File: src/rtl/alu_pkg.sv
package alu_pkg;
  typedef enum logic [1:0] {
    OP_AND  = 2'b00,
    OP_OR   = 2'b01,
    OP_SUM  = 2'b10,
    OP_LESS = 2'b11
  } alu_op_e;
endpackage

File: src/rtl/alu_mux2.sv
module alu_mux2 (
  input  logic in0_i,
  input  logic in1_i,
  input  logic sel_i,
  output logic out_o
);
  // sum of products from the two-input select map
  assign out_o = (~sel_i & in0_i) | (sel_i & in1_i);
endmodule

File: src/rtl/alu_mux4.sv
module alu_mux4 (
  input  logic [3:0] in_i,
  input  logic [1:0] sel_i,
  output logic       out_o
);
  logic lo_pair, hi_pair;

  alu_mux2 u_lo  (.in0_i(in_i[0]), .in1_i(in_i[1]), .sel_i(sel_i[0]), .out_o(lo_pair));
  alu_mux2 u_hi  (.in0_i(in_i[2]), .in1_i(in_i[3]), .sel_i(sel_i[0]), .out_o(hi_pair));
  alu_mux2 u_top (.in0_i(lo_pair), .in1_i(hi_pair), .sel_i(sel_i[1]), .out_o(out_o));
endmodule

File: src/rtl/alu_full_add.sv
module alu_full_add (
  input  logic x_i,
  input  logic y_i,
  input  logic c_i,
  output logic s_o,
  output logic c_o
);
  assign s_o = x_i ^ y_i ^ c_i;
  assign c_o = (x_i & c_i) | (y_i & c_i) | (x_i & y_i);
endmodule

File: src/rtl/alu_bit_slice.sv
module alu_bit_slice
  import alu_pkg::*;
(
  input  logic    a_i,
  input  logic    b_i,
  input  logic    b_inv_i,
  input  logic    c_i,
  input  logic    less_i,
  input  alu_op_e op_i,
  output logic    res_o,
  output logic    sum_o,
  output logic    c_o
);
  logic b_eff;
  logic [3:0] choices;

  assign b_eff = b_i ^ b_inv_i;

  alu_full_add u_add (.x_i(a_i), .y_i(b_eff), .c_i(c_i), .s_o(sum_o), .c_o(c_o));

  assign choices = {less_i, sum_o, a_i | b_eff, a_i & b_eff};

  alu_mux4 u_sel (.in_i(choices), .sel_i(op_i), .out_o(res_o));

  // selector output against operand values
  always_comb begin
    if (op_i == OP_AND && !a_i) p_and_mask_r1: assert (res_o == 1'b0);
    if (op_i == OP_OR && a_i)   p_or_dom_r2:   assert (res_o == 1'b1);
  end
endmodule

File: src/rtl/slice_alu.sv
module slice_alu #(
  parameter int WIDTH = 4
) (
  input  logic [WIDTH-1:0] a_i,
  input  logic [WIDTH-1:0] b_i,
  input  logic             b_invert_i,
  input  logic             carry_in_i,
  input  logic [1:0]       op_i,
  output logic [WIDTH-1:0] result_o
);
  import alu_pkg::*;

  localparam int MSB = WIDTH - 1;

  alu_op_e          op;
  logic [WIDTH:0]   carry;
  logic [WIDTH-1:0] sum;
  logic [WIDTH-1:0] less;

  assign op       = alu_op_e'(op_i);
  assign carry[0] = carry_in_i;

  // sign of the top slice feeds bit 0; others see zero
  always_comb begin
    less    = '0;
    less[0] = sum[MSB];
  end

  for (genvar g = 0; g < WIDTH; g++) begin : g_slice
    alu_bit_slice u_slice (
      .a_i    (a_i[g]),
      .b_i    (b_i[g]),
      .b_inv_i(b_invert_i),
      .c_i    (carry[g]),
      .less_i (less[g]),
      .op_i   (op),
      .res_o  (result_o[g]),
      .sum_o  (sum[g]),
      .c_o    (carry[g+1])
    );
  end

  // ripple chain compared with whole-word arithmetic
  logic [WIDTH-1:0] b_word;
  logic [WIDTH:0]   arith;
  always_comb begin
    b_word = b_invert_i ? ~b_i : b_i;
    arith  = {1'b0, a_i} + {1'b0, b_word} + {{WIDTH{1'b0}}, carry_in_i};
    p_ripple_r8: assert ({carry[WIDTH], sum} == arith);
    if (op == OP_SUM)  p_sum_out_r3:    assert (result_o == arith[WIDTH-1:0]);
    if (op == OP_LESS) p_upper_zero_r6: assert (result_o[WIDTH-1:1] == '0);
    if (op == OP_LESS) p_less_route_r7: assert (result_o[0] == arith[MSB]);
  end
endmodule

File: config.mk
export PLATFORM = sky130hd
export DESIGN_NAME = slice_alu
export DESIGN_NICKNAME = d
export VERILOG_FILES = /design/src/rtl/alu_pkg.sv /design/src/rtl/alu_mux2.sv /design/src/rtl/alu_mux4.sv /design/src/rtl/alu_full_add.sv /design/src/rtl/alu_bit_slice.sv /design/src/rtl/slice_alu.sv
export SDC_FILE = /design/constraint.sdc
export NUM_CORES = 1
export LEC_CHECK = 0
export BUFFER_PORTS_ARGS = -buffer_cell sky130_fd_sc_hd__buf_2
export CORE_AREA = 2 2 39 41
export DETAILED_ROUTE_END_ITERATION = 7
export DIE_AREA = 0 0 41 43
export PLACE_DENSITY = 0.55
export REMOVE_ABC_BUFFERS = 1
export SETUP_SLACK_MARGIN = 0.02
export SYNTH_ARGS = -nofsm -noshare
export SYNTH_HDL_FRONTEND = slang
export SYNTH_SLANG_ARGS = --single-unit
File: constraint.sdc
create_clock -name vclk -period 3.7
set_input_delay 0.555 -clock vclk [all_inputs]
set_output_delay 0.555 -clock vclk [all_outputs]
set_load 0.005 [all_outputs]
==> run metrics, run 1 <==
Setup CP Type=input pin to primary output; Initial Util=26.7%; status=finished clean; post-detailed-route wirelength per cell=7.70 µm; area of the core region=1380 µm²; highest-count cells in the layout ignoring fill and taps=buf_2, inv_1, ha_1, xor2_1, fa_1; Top Ports=16; area added between synthesis and finish=17.6%; global-route total usage across every layer=6.73%; maximum clock frequency=304 MHz; area taken by multi-input logic gates=293 µm²; Layout Nets=82; number of fill cells=153; Hold WS=1.45 ns; sequential area share after synthesis=0%; cell with the biggest individual delay on the critical path=fa_1; arrival time reported for the critical path endpoint=2.74 ns; Power Density=133 nW/µm²; required time worst endpoint=3.14 ns; IR drop worst, VDD=0.0560 mV; final setup violation count=0; row count=14; height of the die=43 µm; class of the worst hold path=input pin to primary output; worst slew slack as a fraction of its limit=81.8%; DRC=0; storage element area=0 µm²; layout clock buffer count=0; number of buffer and inverter instances along the worst setup path=5; number of max-slew violations in the final report=0; fin util=31.4%; final wirelength=562 µm; proportion of layout cells with a drive suffix above 1=29.8%; slew at the pin closest to its max-slew limit=0.272 ns; ordered cell list for the critical path=buf_2 -> xor2_1 -> inv_1 -> fa_1 -> inv_1 -> fa_1 -> inv_1 -> fa_1 -> xnor2_1 -> and2_4 -> o31a_1 -> buf_2; Leakage Power=0.258 nW; Hold Buf Count CTS=0; most common cell after layout, fill and taps aside=buf_2; setup repair after global routing missed its margin=false; Post CTS Setup Buffer Count=0; full die area=1760 µm²; placer congestion estimate=0.691; time the final worst path needs with I/O delays and setup=3.29 ns; fin crit share=88.9%; Total Negative Setup Slacks=0 ns; netlist area before placement=369 µm²; post-cts sizing count=0; IO Port Bufs=16; number of global-route vias before repair=234; Detail Placement HPWL=495 µm; Max stage delay on crit path=0.40 ns; count of cell types in the netlist=19; final hold violation count=0; total of max-cap violations=0; maximum fanout along the worst path=4; mean instance size in the synthesized netlist=8.02 µm²; Gate Count Post-Synth=46; cell types with the largest area share after synthesis=ha_1, fa_1, inv_1; most area-hungry cell type in the Yosys netlist=ha_1; kind of cell with the highest combined delay on the critical path=adder cells; crit path launch type=input pin; total number of vias=301; number of design-rule violations left by the first detailed-router iteration=2; number of flip-flops and latches=0; number of nets still failing antenna checks after routing=0; antenna violations before repair=0; first-pass iteration count of the detailed router=2; largest net degree at the start of global routing=11; vias per std cell=4.12; nature of the critical path endpoint=primary output; die width=41 µm; total of warnings raised by yosys=0; global route overflow=0; number of inserted diodes=0; proportion of netlist area held by the largest area contributor=27.1%; wire length of the first global-routing pass=890 µm
-- power breakdown --
part	internal [mW]	switching [mW]	leakage (nW)
Clock	0	0	0
Sequential	0	0	0
Combinational	0.0295	0.0284	0.258
-- final timing paths --
kind	from	slack [ns]	end	cells past startpoint
hold / removal	op_i[0]	1.45	result_o[2]	3
setup / recovery	b_invert_i	0.41	result_o[3]	12
-- layout make-up --
cell class / instances / area share (%)
Tap cell: 16 / 4.61
Inverter: 11 / 9.51
Timing Repair Buffer: 16 / 18.4
Multi-Input combinational cell: 30 / 67.4
-- stage by stage --
step | area (µm²) | total power [mW] | setup slack [ns] | std cells
2_1_floorplan | 334 | 0.0369 | 0.769 | 41
3_3_place_gp | 434 | 0.0579 | 0.401 | 73
3_5_place_dp | 434 | 0.0577 | 0.410 | 73
4_1_cts | 434 | 0.0585 | 0.387 | 73
5_1_grt | 434 | 0.0659 | 0.283 | 73
6_report | 434 | 0.0579 | 0.410 | 73
-- Yosys cell counts, drive strengths merged --
library cell   n
a21oi          1
inv           11
buf            5
fa             3
xor2           4
ha             8
o22ai          2
nor2b          1
nand2b         1
o21ai          3
nor2           1
xnor2          1
o31a           1
and2           1
nand2          1
o22a           1
mux2i          1
-- metal layers --
| metal | share of wire [%] | track usage (%) | wire length, µm | vias up |
|---|---|---|---|---|
| met2 | 39 | 8.75 | 220 | 11 |
| met3 | 6.9 | 0 | 39 | 0 |
| met4 | 0 | 0 | 0 | 0 |
| met1 | 54 | 12.5 | 302 | 129 |
| met5 | 0 | 0 | 0 | - |
| li1 | - | - | - | 161 |
-- cells by family after synthesis --
logic type / after synthesis / synth area share [%]
and+or+nand+nor: 5 / 7.80
muxes: 1 / 2.71
xor gates and xnor gates: 5 / 11.9
AOI/OAI and AO/OA: 8 / 13.6
buffers and inverters: 16 / 20.7
adders and majority gates: 11 / 43.4
No activity file was read; power rests on OpenSTA's default activity.
==> run 2, diff against run 1 <==
--- a/config.mk
+++ b/config.mk
@@ -9,9 +9,10 @@
 export CORE_AREA = 2 2 39 41
 export DETAILED_ROUTE_END_ITERATION = 7
 export DIE_AREA = 0 0 41 43
-export PLACE_DENSITY = 0.55
+export PLACE_DENSITY = 0.54
 export REMOVE_ABC_BUFFERS = 1
 export SETUP_SLACK_MARGIN = 0.02
 export SYNTH_ARGS = -nofsm -noshare
 export SYNTH_HDL_FRONTEND = slang
+export SYNTH_HIERARCHICAL = 1
 export SYNTH_SLANG_ARGS = --single-unit
==> run metrics, run 2 <==
number of design-rule violations left by the first detailed-router iteration=0 (-2); total number of vias=260 (-14%); highest-count cells in the layout ignoring fill and taps=mux2_4, buf_2, and2_1, or2_1; required time worst endpoint=3.14 ns (about the same); leading cell type by number of instances after synthesis=mux2_4; antenna violations before repair=0 (unchanged); vias per std cell=4.06 (-1.5%); number of buffer and inverter instances along the worst setup path=2 (-3); most area-hungry cell type in the Yosys netlist=mux2_4; fin crit share=98.2% (+9.3 points); DRC=0 (unchanged); ordered cell list for the critical path=buf_8 -> xor2_4 -> fa_2 -> fa_2 -> fa_2 -> fa_1 -> mux2_4 -> mux2_4 -> buf_6; maximum clock frequency=275 MHz (-9.5%); largest net degree at the start of global routing=9 (-2); arrival time reported for the critical path endpoint=3.08 ns (+0.34 ns); Total Negative Setup Slacks=0 ns (unchanged); IR drop worst, VDD=0.0352 mV (-37%); proportion of layout cells with a drive suffix above 1=68.8% (+39 points); nature of the critical path endpoint=primary output; status=finished clean; class of the worst hold path=input pin to primary output; placer congestion estimate=0.563 (-19%); total of max-cap violations=0 (unchanged); proportion of netlist area held by the largest area contributor=51.6% (+24 points); Setup CP Type=input pin to primary output; number of max-slew violations in the final report=0 (unchanged); number of global-route vias before repair=209 (-11%); full die area=1760 µm² (unchanged); global-route total usage across every layer=6.04% (-0.69 points); Gate Count Post-Synth=29 (-37%); Initial Util=25.2% (-1.4 points); Max stage delay on crit path=0.48 ns (+0.08 ns); cell with the biggest individual delay on the critical path=fa_1; setup repair after global routing missed its margin=true; final wirelength=544 µm (-3.2%); Layout Nets=66 (-20%); global route overflow=0 (unchanged); wire length of the first global-routing pass=779 µm (-12%); final std cells w/o fill=64 (-12%); post-detailed-route wirelength per cell=8.50 µm (+10%); netlist area before placement=349 µm² (-5.4%); height of the die=43 µm (unchanged); first-pass iteration count of the detailed router=1 (-1); row count=14 (unchanged); crit path launch type=input pin; final hold violation count=0 (unchanged); Leakage Power=0.250 nW (-3.1%); final std cell area, no fill=515 µm² (+19%); mean instance size in the synthesized netlist=12.0 µm² (+50%); most numerous cell on the critical path=fa_2; final setup violation count=0 (unchanged); sequential area share after synthesis=0% (unchanged); area added between synthesis and finish=47.7%; area of the core region=1380 µm² (unchanged); Top Ports=16 (unchanged); total placed cells including tap cells=64 (-12%); number of nets still failing antenna checks after routing=0 (unchanged); IO Port Bufs=16 (unchanged); number of inserted diodes=0 (unchanged); maximum fanout along the worst path=3 (-1); total of warnings raised by yosys=6 (+6); Post CTS Setup Buffer Count=0 (unchanged); storage element area=0 µm² (unchanged); cell types with the largest area share after synthesis=mux2_4, fa_1, xor2_1; layout clock buffer count=0 (unchanged); total power=0.0917 mW (+58%); time the final worst path needs with I/O delays and setup=3.63 ns (+0.344 ns); number of flip-flops and latches=0 (unchanged); most common library cells after synthesis=mux2_4, and2_1, fa_1, or2_1, xor2_1; die width=41 µm (unchanged); Power Density=178 nW/µm² (+33%); placement-stage cell area=464 µm² (+6.9%); kind of cell with the highest combined delay on the critical path=adder cells; count of cell types in the netlist=6 (-13)
==> run 2: timing repair <==
item                                    CTS  global route
resized for setup                         3             8
endpoints found under the setup margin    2             2
hold buffers                              0             0
pin swaps                                 2             0
==> run 2: cell families after synthesis <==
| family | share of synthesized area [%] |
|---|---|
| fa+ha+maj | 22.9 |
| xor+xnor | 10.0 |
| mux | 51.6 |
| other cells | 1.07 |
| simple gates | 14.3 |
==> run 2: worst min-delay path, stage by stage <==
cell and delay, ns:
buf_2 0.15, mux2_4 0.17, buf_6 0.08
==> run 2: cell type report <==
class,instances,area [µm²]
fillers,140,868
multi-input cells,31,383
repair buffers,17,113
well taps,16,20.0
==> run 2: metal layers <==
layer | wire [µm] | global-route usage (%)
met2 | 330 | 13.4
met5 | 0 | 0
met1 | 193 | 5.50
met4 | 0 | 0
met3 | 20 | 0
==> run 2: worst paths after layout <==
kind	from	end	slack, ns	cells after the start
hold / removal	op_i[1]	result_o[3]	1.52	3
setup / recovery	b_invert_i	result_o[3]	0.07	9
==> run 2: power by group <==
part / internal, mW / switching, mW
logic: 0.0609 / 0.0308
registers: 0 / 0
clock network: 0 / 0
==> run 2: stage by stage <==
| step | worst slack, ns | hold WS [ns] | utilization (%) |
|---|---|---|---|
| 5_1_grt | -0.0203 | 1.54 | 37.3 |
| 4_1_cts | 0.0300 | 1.53 | 34.1 |
| 6_report | 0.0657 | 1.52 | 37.3 |
| 2_1_floorplan | 0.111 | 1.24 | - |
| 3_5_place_dp | -0.192 | 1.53 | 33.5 |
| 3_3_place_gp | -0.195 | 1.53 | 33.5 |
==> run 3, diff against run 2 <==
--- a/config.mk
+++ b/config.mk
@@ -9,6 +9,7 @@
 export CORE_AREA = 2 2 39 41
 export DETAILED_ROUTE_END_ITERATION = 7
 export DIE_AREA = 0 0 41 43
+export GPL_TIMING_DRIVEN = 0
 export PLACE_DENSITY = 0.54
 export REMOVE_ABC_BUFFERS = 1
 export SETUP_SLACK_MARGIN = 0.02
==> constraint.sdc (replaced) <==
create_clock -name vclk -period 3.9
set_input_delay 0.585 -clock vclk [all_inputs]
set_output_delay 0.585 -clock vclk [all_outputs]
set_load 0.005 [all_outputs]
==> run metrics, run 3 (same netlist as run 2, synthesis figures left out) <==
status=finished clean; highest-count cells in the layout ignoring fill and taps=buf_2, mux2_4, and2_1, or2_1; number of flip-flops and latches=0 (unchanged); setup repair after global routing missed its margin=false; Layout Nets=65 (-1.5%); Total Negative Setup Slacks=0 ns (unchanged); total number of vias=258 (-0.77%); total placed cells including tap cells=63 (-1.6%); height of the die=43 µm (unchanged); crit path launch type=input pin; Post CTS Setup Buffer Count=0 (unchanged); final std cells w/o fill=63 (-1.6%); storage element area=0 µm² (unchanged); post-detailed-route wirelength per cell=10.4 µm (+23%); Top Ports=16 (unchanged); final wirelength=656 µm (+21%); global-route total usage across every layer=7.55% (+1.5 points); hold path startpoint=op_i[1]; fin util=35.7% (-1.5 points); final setup violation count=0 (unchanged); number of design-rule violations left by the first detailed-router iteration=0 (unchanged); maximum fanout along the worst path=3 (unchanged); global route overflow=0 (unchanged); total power=0.0844 mW (-7.9%); Leakage Power=0.240 nW (-3.8%); setup slack after placement=-0.151 ns (+0.0404 ns); Final Worst Setup Slack=0.0841 ns (+0.0184 ns); first-pass iteration count of the detailed router=1 (unchanged); area of the core region=1380 µm² (unchanged); Power Density=171 nW/µm² (-3.9%); time the final worst path needs with I/O delays and setup=3.82 ns; antenna violations before repair=0 (unchanged); largest net degree at the start of global routing=9 (unchanged); Setup CP Type=input pin to primary output; number of global-route vias before repair=223 (+6.7%); required time worst endpoint=3.31 ns (+0.17 ns); Worst Hold Path EP=result_o[3]; number of max-slew violations in the final report=0 (unchanged); area taken by multi-input logic gates=383 µm² (unchanged); row count=14 (unchanged); layout clock buffer count=0 (unchanged); number of inserted diodes=0 (unchanged); fin crit share=97.8%; class of the worst hold path=input pin to primary output; vias per std cell=4.10 (+0.81%); number of fill cells=155 (+11%); IO Port Bufs=16 (unchanged); full die area=1760 µm² (unchanged); Initial Util=25.2% (unchanged); maximum clock frequency=262 MHz; wire length of the first global-routing pass=910 µm (+17%); IR drop worst, VDD=0.0328 mV (-6.8%); final hold violation count=0 (unchanged); DRC=0 (unchanged); worst hold path depth=3 (unchanged); placer congestion estimate=0.570 (+1.3%); proportion of layout cells with a drive suffix above 1=68.1% (-0.66 points); nature of the critical path endpoint=primary output; most common cell after layout, fill and taps aside=buf_2; number of nets still failing antenna checks after routing=0 (unchanged); area added between synthesis and finish=41.6%; arrival time reported for the critical path endpoint=3.23 ns (+0.15 ns); total of max-cap violations=0 (unchanged); die width=41 µm (unchanged)
==> run 3: power breakdown <==
group | switching, mW | leakage, nW | internal (mW)
logic | 0.0302 | 0.240 | 0.0542
registers | 0 | 0 | 0
clock network | 0 | 0 | 0
==> run 3: timing repair <==
item | 4_1_cts | 5_1_grt
gates resized for setup | 3 | 6
hold endpoints to repair | 0 | 0
hold buffers | 0 | 0
endpoints found under the setup margin | 2 | 2
pin swaps | 1 | 5
==> run 3: final cells by class <==
| cell class | instances | area share, % |
|---|---|---|
| well taps | 16 | 4.05 |
| repair buffers | 16 | 18.5 |
| multi-input cells | 31 | 77.5 |
==> run 3: how the worst max path moves through the flow <==
stage	start	endpoint	depth (start not counted)
after floorplan	b_invert_i	result_o[3]	7
after global placement	b_invert_i	result_o[3]	9
after detailed placement	b_invert_i	result_o[3]	9
after CTS	b_invert_i	result_o[3]	9
after global routing	b_i[0]	result_o[3]	9
final	b_i[0]	result_o[3]	9
==> run 3: stage by stage <==
stage	hold slack, ns	cell area, µm²
after global routing	1.61	494
after detailed placement	1.59	457
after CTS	1.59	464
final	1.58	494
after global placement	1.58	457
after floorplan	1.30	357
==> run 3: metal layers <==
metal	part of all wire [%]	vias to the layer above	routed length, µm	global-route usage, %
li1	-	130	-	-
met5	0	-	0	0
met4	0	0	0	0
met2	70	7	461	18.1
met3	4.6	0	30	0
met1	25	121	164	5.52
==> run 3: critical path, stage by stage <==
cell	delay, ns
buf_4	0.13
xor2_4	0.18
fa_2	0.39
fa_2	0.37
fa_2	0.37
fa_1	0.53
mux2_4	0.29
mux2_4	0.26
buf_6	0.11
